--- src/rtl/alm_pkg.sv ---
package alm_pkg;
  localparam int VALW = 7;
  localparam int REGW = 8;
  localparam int NF1  = 6;
  localparam int NF2  = 3;
  typedef logic [VALW-1:0] tval_t;
  typedef logic [REGW-1:0] areg_t;
  typedef enum logic [1:0] {
    FO_FAST = 2'b00,
    FO_Q    = 2'b01,
    FO_E    = 2'b10,
    FO_SLOW = 2'b11
  } fo_sel_e;
endpackage

--- src/rtl/alm_match.sv ---
module alm_match
  import alm_pkg::*;
#(
  parameter int NF = 6
) (
  input  logic [NF-1:0][VALW-1:0] cur_i,
  input  logic [NF-1:0][REGW-1:0] alm_i,
  output logic                    hit_o
);
  logic [NF-1:0] en;
  logic [NF-1:0] ok;

  for (genvar g = 0; g < NF; g++) begin : g_fld
    assign en[g] = alm_i[g][REGW-1];
    assign ok[g] = !en[g] || (cur_i[g] == alm_i[g][VALW-1:0]);
  end

  assign hit_o = (|en) && (&ok);
endmodule

--- src/rtl/alm_flag.sv ---
module alm_flag (
  input  logic clk_i,
  input  logic rst_ni,
  input  logic eval_i,
  input  logic hit_i,
  input  logic clr_i,
  output logic flag_o
);
  logic flag_q, flag_d;

  always_comb begin
    flag_d = flag_q;
    if (clr_i)            flag_d = 1'b0;
    if (eval_i && hit_i)  flag_d = 1'b1;
  end

  always_ff @(posedge clk_i or negedge rst_ni) begin
    if (!rst_ni) flag_q <= 1'b0;
    else         flag_q <= flag_d;
  end

  assign flag_o = flag_q;

  // a flag only rises right after an evaluation with a hit
  a_r10_rise_needs_eval: assert property (@(posedge clk_i) disable iff (!rst_ni)
    $rose(flag_q) |-> $past(eval_i && hit_i));
  // a clear without a coincident set empties the flag
  a_r6_clear_works: assert property (@(posedge clk_i) disable iff (!rst_ni)
    (clr_i && !(eval_i && hit_i)) |=> !flag_q);
  // a set always wins
  a_r6_set_wins: assert property (@(posedge clk_i) disable iff (!rst_ni)
    (eval_i && hit_i) |=> flag_q);
endmodule

--- src/rtl/osc_div.sv ---
module osc_div
  import alm_pkg::*;
#(
  parameter int DIV_W = 16
) (
  input  logic       clk_i,
  input  logic       rst_ni,
  input  logic       step_i,
  input  logic [1:0] sel_i,
  output logic       wave_o
);
  localparam int TAP_FAST = 0;
  localparam int TAP_Q    = 2;
  localparam int TAP_E    = 3;
  localparam int TAP_SLOW = DIV_W - 1;

  logic [DIV_W-1:0] cnt_q, cnt_d;

  always_comb begin
    cnt_d = cnt_q;
    if (step_i) cnt_d = cnt_q + 1'b1;
  end

  always_ff @(posedge clk_i or negedge rst_ni) begin
    if (!rst_ni) cnt_q <= '0;
    else         cnt_q <= cnt_d;
  end

  always_comb begin
    unique case (fo_sel_e'(sel_i))
      FO_FAST: wave_o = cnt_q[TAP_FAST];
      FO_Q:    wave_o = cnt_q[TAP_Q];
      FO_E:    wave_o = cnt_q[TAP_E];
      default: wave_o = cnt_q[TAP_SLOW];
    endcase
  end

  // divider advances by one per step and holds otherwise
  a_r9_step: assert property (@(posedge clk_i) disable iff (!rst_ni)
    step_i |=> cnt_q == DIV_W'($past(cnt_q) + 1'b1));
  a_r9_hold: assert property (@(posedge clk_i) disable iff (!rst_ni)
    !step_i |=> $stable(cnt_q));
endmodule

--- src/rtl/alarm_pin_unit.sv ---
module alarm_pin_unit
  import alm_pkg::*;
#(
  parameter int DIV_W = 16
) (
  input  logic       clk,
  input  logic       rst_n,
  input  logic       tick_1hz,
  input  logic       osc_tick,
  input  logic [6:0] now_sec,
  input  logic [6:0] now_min,
  input  logic [6:0] now_hour,
  input  logic [6:0] now_date,
  input  logic [6:0] now_month,
  input  logic [6:0] now_wday,
  input  logic [7:0] al1_sec,
  input  logic [7:0] al1_min,
  input  logic [7:0] al1_hour,
  input  logic [7:0] al1_date,
  input  logic [7:0] al1_month,
  input  logic [7:0] al1_wday,
  input  logic [7:0] al2_min,
  input  logic [7:0] al2_hour,
  input  logic [7:0] al2_day,
  input  logic       irq_mode,
  input  logic       al1_pin_en,
  input  logic [1:0] fsel,
  input  logic       auto_clr,
  input  logic       clr_al1,
  input  logic       clr_al2,
  input  logic       stat_rd,
  output logic       flag_al1,
  output logic       flag_al2,
  output logic       pin_n
);
  logic tick_q;
  logic hit1, hit2, wave, rd_clr;
  logic [NF1-1:0][VALW-1:0] cur1;
  logic [NF1-1:0][REGW-1:0] alm1;
  logic [NF2-1:0][VALW-1:0] cur2;
  logic [NF2-1:0][REGW-1:0] alm2;
  tval_t day2;

  always_ff @(posedge clk or negedge rst_n) begin
    if (!rst_n) tick_q <= 1'b0;
    else        tick_q <= tick_1hz;
  end

  assign cur1 = {now_wday, now_month, now_date, now_hour, now_min, now_sec};
  assign alm1 = {al1_wday, al1_month, al1_date, al1_hour, al1_min, al1_sec};
  assign day2 = {al2_day[6], (al2_day[6] ? now_wday[5:0] : now_date[5:0])};
  assign cur2 = {day2, now_hour, now_min};
  assign alm2 = {al2_day, al2_hour, al2_min};

  alm_match #(.NF(NF1)) u_m1 (.cur_i(cur1), .alm_i(alm1), .hit_o(hit1));
  alm_match #(.NF(NF2)) u_m2 (.cur_i(cur2), .alm_i(alm2), .hit_o(hit2));

  assign rd_clr = stat_rd && auto_clr;

  alm_flag u_f1 (.clk_i(clk), .rst_ni(rst_n), .eval_i(tick_q), .hit_i(hit1),
                 .clr_i(clr_al1 || rd_clr), .flag_o(flag_al1));
  alm_flag u_f2 (.clk_i(clk), .rst_ni(rst_n), .eval_i(tick_q), .hit_i(hit2),
                 .clr_i(clr_al2 || rd_clr), .flag_o(flag_al2));

  osc_div #(.DIV_W(DIV_W)) u_div (.clk_i(clk), .rst_ni(rst_n), .step_i(osc_tick),
                                  .sel_i(fsel), .wave_o(wave));

  assign pin_n = irq_mode ? !(flag_al1 && al1_pin_en) : wave;

  // alarm 2 alone never pulls the pin low
  a_r8_a2_no_pin: assert property (@(posedge clk) disable iff (!rst_n)
    (irq_mode && !flag_al1) |-> pin_n);
  // an auto-clearing read with no evaluation leaves both flags clear
  a_r7_auto_clear: assert property (@(posedge clk) disable iff (!rst_n)
    (stat_rd && auto_clr && !tick_q) |=> (!flag_al1 && !flag_al2));
  // an alarm with no enabled field cannot raise its flag
  a_r4_empty_alarm: assert property (@(posedge clk) disable iff (!rst_n)
    (tick_q && !(al1_sec[7] | al1_min[7] | al1_hour[7] | al1_date[7] |
                 al1_month[7] | al1_wday[7]) && !flag_al1) |=> !flag_al1);
endmodule

--- config.mk ---
export PLATFORM = sky130hd
export DESIGN_NAME = alarm_pin_unit
export DESIGN_NICKNAME = d
export VERILOG_FILES = /design/src/rtl/alm_pkg.sv /design/src/rtl/alm_match.sv /design/src/rtl/alm_flag.sv /design/src/rtl/osc_div.sv /design/src/rtl/alarm_pin_unit.sv
export SDC_FILE = /design/constraint.sdc
export NUM_CORES = 1
export LEC_CHECK = 0
export BUFFER_PORTS_ARGS = -buffer_cell sky130_fd_sc_hd__buf_2
export CAP_MARGIN = 0
export CORE_MARGIN = 4
export CORE_UTILIZATION = 44
export DETAILED_ROUTE_END_ITERATION = 10
export GPL_ROUTABILITY_DRIVEN = 0
export PLACE_DENSITY = 0.83
export SYNTH_ARGS = -nofsm -noshare
export SYNTH_HDL_FRONTEND = slang
export SYNTH_HIERARCHICAL = 1
export SYNTH_SLANG_ARGS = --single-unit
--- constraint.sdc ---
create_clock -name clk -period 3.4 [get_ports clk]
set_clock_uncertainty 0.2 [all_clocks]
set_input_delay 0.34 -clock clk [delete_from_list [all_inputs] [get_ports clk]]
set_output_delay 0.34 -clock clk [all_outputs]
set_load 0.05 [all_outputs]
## Word-level counts from Yosys, hierarchy flattened

Index checks and enable logic that the tools add are counted.

- Register bits: 19
- Input port bits: 126
- Output and inout bits: 3
- Word-level logic and storage cells: 57

- Add/subtract/negate cells: 1
- Equality and inequality tests: 11
- Mux-type cells: 7
- Reduce and logical (&&, ||, !) cells: 34

Operator list:

| cell | count |
|---|---|
| 7-bit equality test | 8 |
| 16-bit by 1-bit adder with 16-bit output (second input constant) | 1 |
| 1-bit logical OR | 11 |
| 1-bit zero test | 10 |
| 6-bit equality test | 1 |
| 1-bit logical AND | 6 |
| 6-bit two-way mux | 1 |
| 6-bit AND reduction | 1 |
| 6-bit OR reduction | 1 |
| 1-bit two-way mux | 5 |
| 2-bit nonzero test | 2 |
| 1-bit one-hot mux with 3 select lines | 1 |
| 3-bit AND reduction | 1 |
| 3-bit OR reduction | 1 |
| 2-bit by 1-bit equality test with 1-bit output (second input constant) | 1 |
| 2-bit equality test (second input constant) | 1 |
| 2-bit zero test | 1 |

## Logic depth before layout (Yosys ltp)

Gate-level depths: netlist (run 1).

- Word-level depth: 7
- Depth in mapped cells: 8
- Gate-level depth less buffers: 7

## Hierarchy

The synthesis (run 1) kept the hierarchy.

Modules (own cells, without submodules):

| module | times used | cells each | area an instance (um^2) | seq. area each (um^2) |
|---|---|---|---|---|
| osc_div | 1 | 59 | 718.2 | 400.4 |
| alm_match at u_m1 | 1 | 60 | 493.0 | 0.0 |
| alm_match at u_m2 | 1 | 29 | 259.0 | 0.0 |
| alarm_pin_unit | 1 | 12 | 151.4 | 25.0 |
| alm_flag | 2 | 4 | 41.3 | 25.0 |

## Least setup slack after synthesis (run 1)

No wires, ideal clock.

- Path type: flip-flop to output port
- Start: reg u_f1.flag_q (netlist: u_f1/flag_o)
- End: out pin_n
- Arrival: 1524 ps
- Required time: 2860 ps
- Path slack: 1336 ps
- Cell stages (with the launch flop): 2
- Path buffers: 0
- Cell sequence: dfrtp_1 a31oi_1

- Cells in the longest elaborated chain, start to end: 3

Ends and longest elaborated chain:

| item | RTL line | RTL |
|---|---|---|
| start: declaration | alm_flag.sv:9 | `logic flag_q, flag_d;` |
| start signal: assignment | alm_flag.sv:19 | `else flag_q <= flag_d;` |
| 1-bit logical AND | alarm_pin_unit.sv:68 | `assign pin_n = irq_mode ? !(flag_al1 && al1_pin_en) : wave;` |
| 1-bit zero test | alarm_pin_unit.sv:68 |  |
| 1-bit two-way mux | alarm_pin_unit.sv:68 |  |
| end: declaration | alarm_pin_unit.sv:34 | `output logic pin_n` |

Every way passes these cells.

## Worst setup path after layout (run 1)

- Start: reg u_div.cnt_q[0]
- End: out pin_n

- Cells in the longest elaborated chain, start to end: 2

Ends and longest elaborated chain:

| item | RTL line | RTL |
|---|---|---|
| start: declaration | osc_div.sv:17 | `logic [DIV_W-1:0] cnt_q, cnt_d;` |
| start signal: assignment | osc_div.sv:26 | `else cnt_q <= cnt_d;` |
| 1-bit one-hot mux with 3 select lines | osc_div.sv:30 | `unique case (fo_sel_e'(sel_i))` |
| net wave | alarm_pin_unit.sv:37 | `logic hit1, hit2, wave, rd_clr;` |
| 1-bit two-way mux | alarm_pin_unit.sv:68 |  |

The timed path passes the listed nets, and every way through them passes these cells.

==> qor.txt, run 1 <==
Outcome: complete, no violations
Period minus WS final: 2.18 ns
Critical R2R Capture: u_div/cnt_q[15]$_DFFE_PN0P_
Required time of the critical path: 2.86 ns
Synth cell types: 30
Grt total ovfl: 0
Worst IR Drop VDD: 247 µV
Largest net degree at the start of global routing: 20
Setup Viol. Count Final: 0
DR iter-0 viols: 83
CP Launch Point: u_div/cnt_q[0]$_DFFE_PN0P_
Ys async rst share: 100%
Worst-Margin Slew: 0.615 ns
Cells after DPL: 343
Inserted Diodes: 0
Max-cap violations: 0
Setup CP Type: reg2out
Clock latency on the worst-skew pair: 0.26 ns
Total setup buffers inserted after CTS: 0
Yosys warns: 6
1st-pass router iterations: 4
Hold Fails Final Rpt: 0
Area delta synth->final: 44.5%
Fillers: 309
Crit Path Max Fanout: 5
Num CTS Buffers: 3
RSZ-0062 raised after global routing: no
WP data arrival: 1.64 ns
Worst setup SP type: flip-flop
# resized after CTS: 0
Vias: 1,712
# rows: 22
Register area share after synthesis: 27.9%
Share of cells above drive strength 1: 49.2%
Root Driver: clkbuf_8
Antenna viol nets, final: 0
Cell count after synthesis: 168
First-pass GRT wire length: 8170 µm
Crit end category: output pin
Final nets: 429
Vias/cell: 4.91
Non-Filler Instances: 349
Port Buf Inserts: 128
Synth Register Bits: 19
Total track usage: 20.6%
Worst slack at placement: 1.39 ns
Syn_area_per_cell: 10.1 µm²
Max Buffers Root-to-Sink: 2
Reg clk slew, reported paths: 0.08 ns
TritonCTS Sinks: 19
CTS tree: yes
Final wirelength: 5230 µm
Number of synthesized flops with an enable pin: 0
# DRC: 0
Register-to-register setup slack: 1.55 ns
PwrDens: 315 nW/µm²
Slew headroom: 58.6%
Initial Utilization: 46.2%
Hold Crit Class: in2reg
R2R depth: 4
Hold slack: 0.135 ns
Die H: 70.2 µm
Netlist Area Pre-Place: 1700 µm²
Initial antenna violation count: 0
Fmax achieved: 0.459 GHz
Vias in the first global route: 1,721
Die area: 4930 µm²
Die W: 70.2 µm
Critical Path End: pin_n
Fin worst setup slack: 1.22 ns
Core footprint: 3690 µm²
Ports: 129
Syn Nets: 295
Setup total negative slack: 0 ns
Static leakage: 1.22 nW
Period utilization: 64.0%
Fin. max-slew vios: 0
Htree depth: 1
Pwr Total: 0.000776 W
Routed wire per std cell: 15.0 µm
Top FF cell, synth: dfrtp_1
DP HPWL: 4520 µm
RR Startpoint: u_div/cnt_q[2]$_DFFE_PN0P_
-- kinds of logic (layout without fill, tap and decap cells) --
kind of cell / Yosys count / in the layout / synth area share [%]
flops: 19 / 19 / 27.9
simple gates: 43 / 43 / 15.1
mux: 8 / 8 / 7.27
compound gates: 14 / 14 / 7.41
xor+xnor: 78 / 78 / 40.1
fa+ha+maj: 1 / 1 / 0.734
buf+inv: 5 / 138 / 1.54
-- state kept, by name, summed over array words and instances (netlist names) --
signal and count:
u_div/cnt_q 16, tick_q 1, u_f2/flag_o 1, u_f1/flag_o 1
-- repair_timing --
| action | CTS | global route |
|---|---|---|
| endpoints found under the hold margin | 20 | 0 |
| hold buffers | 2 | 0 |
| endpoints found under the setup margin | 0 | 0 |
-- cells in the mapped netlist (3+ instances only) --
library cell / instances / area [µm²]
nand3_1: 6 / 30.0
nand2_1: 6 / 22.5
o41ai_1: 4 / 35.0
nand4_1: 10 / 62.6
inv_1: 4 / 15.0
xnor2_1: 39 / 342
nor2_1: 6 / 22.5
xor2_1: 39 / 342
dfrtp_1: 19 / 475
mux2_4: 6 / 90.1
nor4_1: 3 / 18.8
-- critical path, cell delays in order, from the launching register on --
cell,delay (ns)
dfrtp_1,0.45
mux4_2,0.48
nor2_1,0.14
a31oi_1,0.07
buf_2,0.23
-- how the worst min path moves through the flow --
stage	start	endpoint	slack [ns]	depth (start not counted)
3_3_place_gp	rst_n	u_div/cnt_q[15]$_DFFE_PN0P_	0.09	1
6_report	clr_al2	u_f2/flag_o$_DFFE_PN0P_	0.13	3
2_1_floorplan	rst_n	tick_q$_DFF_PN0_	-0.16	0
5_1_grt	clr_al2	u_f2/flag_o$_DFFE_PN0P_	0.14	3
3_5_place_dp	rst_n	u_div/cnt_q[14]$_DFFE_PN0P_	0.09	1
4_1_cts	clr_al2	u_f2/flag_o$_DFFE_PN0P_	0.14	3
-- routing by layer --
metal	GRT usage, %	part of all wire, %	up-vias
met4	2.77	0.48	0
li1	-	-	863
met2	37.3	53	66
met5	0	0	-
met1	25.6	40	779
met3	3.88	6.7	4
-- through the flow --
step	utilization, %	cell area, µm²
2_1_floorplan	-	1700
3_3_place_gp	64.9	2390
3_5_place_dp	64.9	2390
4_1_cts	66.8	2460
5_1_grt	66.8	2460
6_report	66.8	2460
-- report_power, final --
part           leakage (nW)  switching (W)  internal (W)
registers             0.251      0.0000491      0.000268
logic                 0.950       0.000135      0.000163
clock network        0.0217      0.0000785     0.0000826
total                  1.22       0.000262      0.000513
-- layout make-up --
class | count | area (µm²) | area share [%]
Tap cell | 48 | 60.1 | 2.44
Multi-Input combinational cell | 144 | 1200 | 48.8
Clock inverter | 1 | 7.51 | 0.305
Inverter | 4 | 15.0 | 0.610
Timing Repair Buffer | 130 | 661 | 26.8
Sequential cell | 19 | 475 | 19.3
Clock buffer | 3 | 41.3 | 1.68
-- cell usage in the layout (no fill, tap or decap), types with 2 or more instances in the layout --
| cell | n |
|---|---|
| a31oi_1 | 2 |
| and3_1 | 2 |
| xor2_1 | 39 |
| a21o_1 | 2 |
| o21ai_2 | 2 |
| nand4_1 | 10 |
| buf_2 | 128 |
| inv_1 | 4 |
| dlygate4sd3_1 | 2 |
| o41ai_2 | 2 |
| nor2_1 | 6 |
| o41ai_1 | 4 |
| nor4_1 | 3 |
| mux2_4 | 6 |
| xnor2_1 | 39 |
| dfrtp_1 | 19 |
| nor3_1 | 2 |
| clkbuf_8 | 3 |
| and4_1 | 2 |
| nand2_1 | 6 |
| nand3_1 | 6 |
No activity file was read; power rests on OpenSTA's default activity.
==> inputs of run 2 (changes only) <==
Settings changed: CORE_UTILIZATION 44 to 37, PLACE_DENSITY 0.83 to 0.74.
Clock period 3.4 ns to 1.8 ns, I/O delays scaled along.
==> run 2 against run 1 <==
The flow now finishes with violations (setup timing). Final cell count increased by 4.3%. Wire length increased by 5.3%. Critical endpoint unchanged. Non-clock buffer count increased by 11. Highest routed layer unchanged.
==> qor.txt, run 2 (synthesis results as in run 1) <==
Die W: 75.9 µm
Cells after DPL: 351
DR iter-0 viols: 48
Int Pwr: 0.00105 W
Fin worst setup slack: -0.0443 ns
Die H: 75.9 µm
# DRC: 0
Vias: 1,747
Max-cap violations: 0
Setup CP Type: reg2out
Final wirelength: 5500 µm
Initial antenna violation count: 0
Crit-path leading delay family: multiplexers
Max reg flops: 16
Hold_sp: auto_clr
Fin. max-slew vios: 0
Crit path buffers/inverters: 1
CTS tree: yes
Port Buf Inserts: 128
Share of cells above drive strength 1: 51.0%
Switch share: 33.2%
Period utilization: 102%
Slowest stage cell, crit path: mux4_2
Final nets: 440
Reg with most FFs: u_div/cnt_q
Static leakage: 1.30 nW
DP HPWL: 4740 µm
Critical path depth in cells: 4
Fillers: 406
Num CTS Buffers: 3
# rows: 24
Period minus WS final: 1.84 ns
RR Startpoint: u_div/cnt_q[2]$_DFFE_PN0P_
Fmax achieved: 0.542 GHz
Crit end category: output pin
Root Driver: clkbuf_8
Crit-path cells: mux4_2 -> nor2_2 -> a31oi_2 -> buf_6
Outcome: complete, but fails checks
Worst IR Drop VDD: 559 µV
Vias in the first global route: 1,751
Total track usage: 18.5%
TritonCTS Sinks: 19
Htree depth: 1
First-pass GRT wire length: 8050 µm
R2R depth: 5
Die area: 5760 µm²
Reg clk slew, reported paths: 0.07 ns
Antenna viol nets, final: 0
Setup Viol. Count Final: 1
Worst setup SP type: flip-flop
Largest net degree at the start of global routing: 20
Worst slack at placement: -0.0590 ns
Hold Fails Final Rpt: 0
Pwr Total: 0.00158 W
Seq pwr share: 36.1%
Area delta synth->final: 51.3%
Hold path depth: 3
Leading cell types in the layout, fill and taps excluded: buf_2 (127), xnor2_1 (39), xor2_1 (39)
1st-pass router iterations: 6
Clock power share: 19.0%
WP data arrival: 1.46 ns
Most common cell after layout, fill and taps aside: buf_2
Crit Path Max Fanout: 2
Worst-Margin Slew: 0.419 ns
Ports: 129
Hold Crit Class: in2reg
Max Buffers Root-to-Sink: 2
Initial Utilization: 38.6%
Slew headroom: 72.1%
Clock latency on the worst-skew pair: 0.26 ns
PwrDens: 611 nW/µm²
Routed wire per std cell: 15.1 µm
Required time of the critical path: 1.42 ns
Non-Filler Instances: 364
Psw: 0.000523 W
CP Launch Point: u_div/cnt_q[15]$_DFFE_PN0P_
Inserted Diodes: 0
Vias/cell: 4.80
Grt total ovfl: 0
Core footprint: 4410 µm²
Failing checks: setup timing
RSZ-0062 raised after global routing: yes
Comb pwr share: 44.9%
Crit path largest cell delay: 0.50 ns
run 2: what timing repair did:
action                                 in CTS  in global routing
buffers inserted                            4                  0
gates resized for setup                     3                  2
pin swaps                                   1                  2
endpoints found under the hold margin      23                  0
setup endpoints to repair                   1                  2
hold buffers                                5                  0
cloned                                      0                  0
run 2: stage by stage:
step	setup TNS, ns	hold WS, ns	instance area, µm²	utilization, %
after floorplan	0	-0.316	1710	-
after global placement	-0.0437	-0.0590	2430	55.2
after detailed placement	-0.0791	-0.0646	2430	55.2
after CTS	-0.0428	0.0121	2570	58.2
after global routing	-0.107	0.0244	2580	58.4
final	-0.0443	0.00434	2580	58.4
run 2: path summary, 6_finish.rpt:
kind | endpoint | slack, ns
worst max-delay path | pin_n | -0.04
worst min-delay path | u_f1/flag_o$_DFFE_PN0P_ | 0.004
worst max register to register | u_div/cnt_q[14]$_DFFE_PN0P_ | 0.07
worst min register to register | u_div/cnt_q[14]$_DFFE_PN0P_ | 0.27
max in group asynchronous | u_div/cnt_q[11]$_DFFE_PN0P_ | 0.92
min in group asynchronous | u_div/cnt_q[10]$_DFFE_PN0P_ | 0.18
run 2: area by class of cell:
type / instances / area (µm²) / share of cell area [%]
clock inverter: 1 / 5.00 / 0.194
tap: 52 / 65.1 / 2.52
timing repair buffer: 141 / 757 / 29.4
sequential: 19 / 475 / 18.4
inverter: 4 / 15.0 / 0.582
clock buffer: 3 / 41.3 / 1.60
multi-input combinational: 144 / 1220 / 47.3
run 2: power groups by stage:
stage | logic (W) | clock network (W) | registers (W)
floorplan | 0.000326 | 0 | 0.000592
global placement | 0.000587 | 0 | 0.000597
detailed placement | 0.000606 | 0 | 0.000599
CTS | 0.000706 | 0.000303 | 0.000566
global route | 0.000772 | 0.000326 | 0.000578
finish | 0.000708 | 0.000299 | 0.000569
run 2: per-layer routing:
| metal | GRT usage [%] | vias to the layer above | part of all wire (%) |
|---|---|---|---|
| li1 | - | 879 | - |
| met1 | 22.3 | 798 | 39 |
| met2 | 35.1 | 66 | 52 |
| met3 | 2.90 | 4 | 8.0 |
| met4 | 2.52 | 0 | 0.49 |
| met5 | 0 | - | 0 |
run 2: worst register-to-register path, stage by stage (launching register included):
cell	delay [ns]
dfrtp_1	0.36
buf_4	0.14
nand4_2	0.14
or3_4	0.45
nor3_4	0.20
xor2_1	0.16
==> inputs of run 3 (changes only) <==
==> constraint.sdc (replaced) <==
create_clock -name clk -period 1.8 [get_ports clk]
set_clock_uncertainty 0.2 [all_clocks]
set_input_delay 0 -clock clk [delete_from_list [all_inputs] [get_ports clk]]
set_output_delay 0 -clock clk [all_outputs]
set_load 0.05 [all_outputs]
==> run 3 against run 2 <==
The flow now finishes without violations. Largest cell class unchanged. Flip-flop and latch count unchanged. Combinational power fell by 11%. First-iteration DRC count shrank 29%. Non-clock buffer count fell by 1. Critical endpoint unchanged.
==> qor.txt, run 3 (synthesis results as in run 1) <==
Die W: 75.9 µm
Fin util: 58.1%
Most common cell after layout, fill and taps aside: buf_2
Final nets: 439
Core footprint: 4410 µm²
TritonCTS Sinks: 19
Fmax achieved: 0.561 GHz
RSZ-0062 raised after global routing: yes
Static leakage: 1.27 nW
Setup Viol. Count Final: 0
Setup CP Type: reg2out
WP data arrival: 1.58 ns
Port Buf Inserts: 128
Placed Area: 2410 µm²
Post-layout instance area: 2570 µm²
Die area: 5760 µm²
DP HPWL: 4660 µm
Vias in the first global route: 1,785
DR iter-0 viols: 34
Hold slack: 0.00853 ns
Initial antenna violation count: 0
Max Buffers Root-to-Sink: 2
Die H: 75.9 µm
Share of cells above drive strength 1: 48.9%
Total track usage: 18.3%
Met1 Usage GRT: 21.4%
Worst setup SP type: flip-flop
Largest net degree at the start of global routing: 20
Ports: 129
Required time of the critical path: 1.60 ns
Crit end category: output pin
1st-pass router iterations: 4
Area delta synth->final: 50.6%
Grt total ovfl: 0
Met2 usage: 34.0%
Fin. max-slew vios: 0
Clock latency on the worst-skew pair: 0.25 ns
Worst-Margin Slew: 0.407 ns
# DRC: 0
Routed wire per std cell: 14.6 µm
PwrDens: 588 nW/µm²
Inserted Diodes: 0
CTS tree: yes
GRT met3 Usage: 2.37%
Reg with most FFs: u_div/cnt_q
Vias/cell: 4.80
Most used routing layer: met2
Cells after DPL: 349
Non-Filler Instances: 363
Max reg flops: 16
Hold Crit Class: in2async
Period minus WS final: 1.78 ns
Outcome: complete, no violations
Crit Path Max Fanout: 4
Leading cell types in the layout, fill and taps excluded: buf_2 (127), xnor2_1 (39), xor2_1 (39)
Initial Utilization: 38.6%
Root Driver: clkbuf_8
Slew headroom: 72.5%
Num CTS Buffers: 3
# rows: 24
Hold Fails Final Rpt: 0
Sequential standard cell area: 475 µm²
Final wirelength: 5300 µm
Worst IR Drop VDD: 471 µV
Vias: 1,743
Antenna viol nets, final: 0
Fillers: 402
Period utilization: 99.0%
Area used by multi-input combinational logic: 1200 µm²
First-pass GRT wire length: 7850 µm
Htree depth: 1
Reg clk slew, reported paths: 0.07 ns
Max-cap violations: 0
[run 3: cell types whose count changed in the layout (fill, tap and decap cells not counted), sizes merged]
| cell | before | now |
|---|---|---|
| buf | 136 | 131 |
| dlygate4sd3 | 5 | 9 |
[run 3: metal layers]
layer	share of wire, %	routed length [µm]
met1	38	2030
met3	7.8	411
met5	0	0
met4	1.4	76
met2	52	2780
[run 3: timing repair]
item,in CTS,in global routing
hold buffers,9,0
pin swaps,1,0
hold endpoints to repair,27,0
resized for setup,1,2
buffers inserted,1,0
cloned,0,0
endpoints found under the setup margin,1,1
[run 3: layout make-up]
class | instances | share of cell area (%)
clock buffers | 3 | 1.61
repair buffers | 140 | 29.6
clock inverters | 1 | 0.195
multi-input cells | 144 | 47.0
inverters | 4 | 0.585
flip-flops and latches | 19 | 18.5
well taps | 52 | 2.54
[run 3: metrics by stage]
step                      TNS, ns  setup slack, ns  total power (W)
after floorplan                 0           0.0765         0.000915
after global placement          0           0.0855          0.00117
after detailed placement        0           0.0670          0.00118
after CTS                       0          0.00141          0.00151
after global routing      -0.0737          -0.0518          0.00162
final                           0           0.0172          0.00151
[run 3: path summary, 6_finish.rpt]
path,from,end,slack (ns),cells after the start
max in group asynchronous,rst_n,u_div/cnt_q[9]$_DFFE_PN0P_,1.10,2
hold reg to reg,u_div/cnt_q[7]$_DFFE_PN0P_,u_div/cnt_q[7]$_DFFE_PN0P_,0.27,1
setup / recovery,u_div/cnt_q[0]$_DFFE_PN0P_,pin_n,0.02,5
hold / removal,rst_n,u_div/cnt_q[15]$_DFFE_PN0P_,0.009,2
setup reg to reg,u_div/cnt_q[0]$_DFFE_PN0P_,u_div/cnt_q[14]$_DFFE_PN0P_,0.08,6
min in group clk,al2_hour[7],u_f2/flag_o$_DFFE_PN0P_,0.01,5
[run 3: worst max-delay path, stage by stage, from the launching register on]
cell and delay, ns:
dfrtp_1 0.39, buf_6 0.13, mux4_2 0.48, nor2_2 0.09
a31oi_1 0.04, buf_4 0.19
[run 3: report_power, final]
group / internal (W) / total [W] / switching [W]
clock: 0.000154 / 0.000286 / 0.000132
combinational: 0.000355 / 0.000633 / 0.000278
sequential: 0.000507 / 0.000591 / 0.0000836
total: 0.00102 / 0.00151 / 0.000494
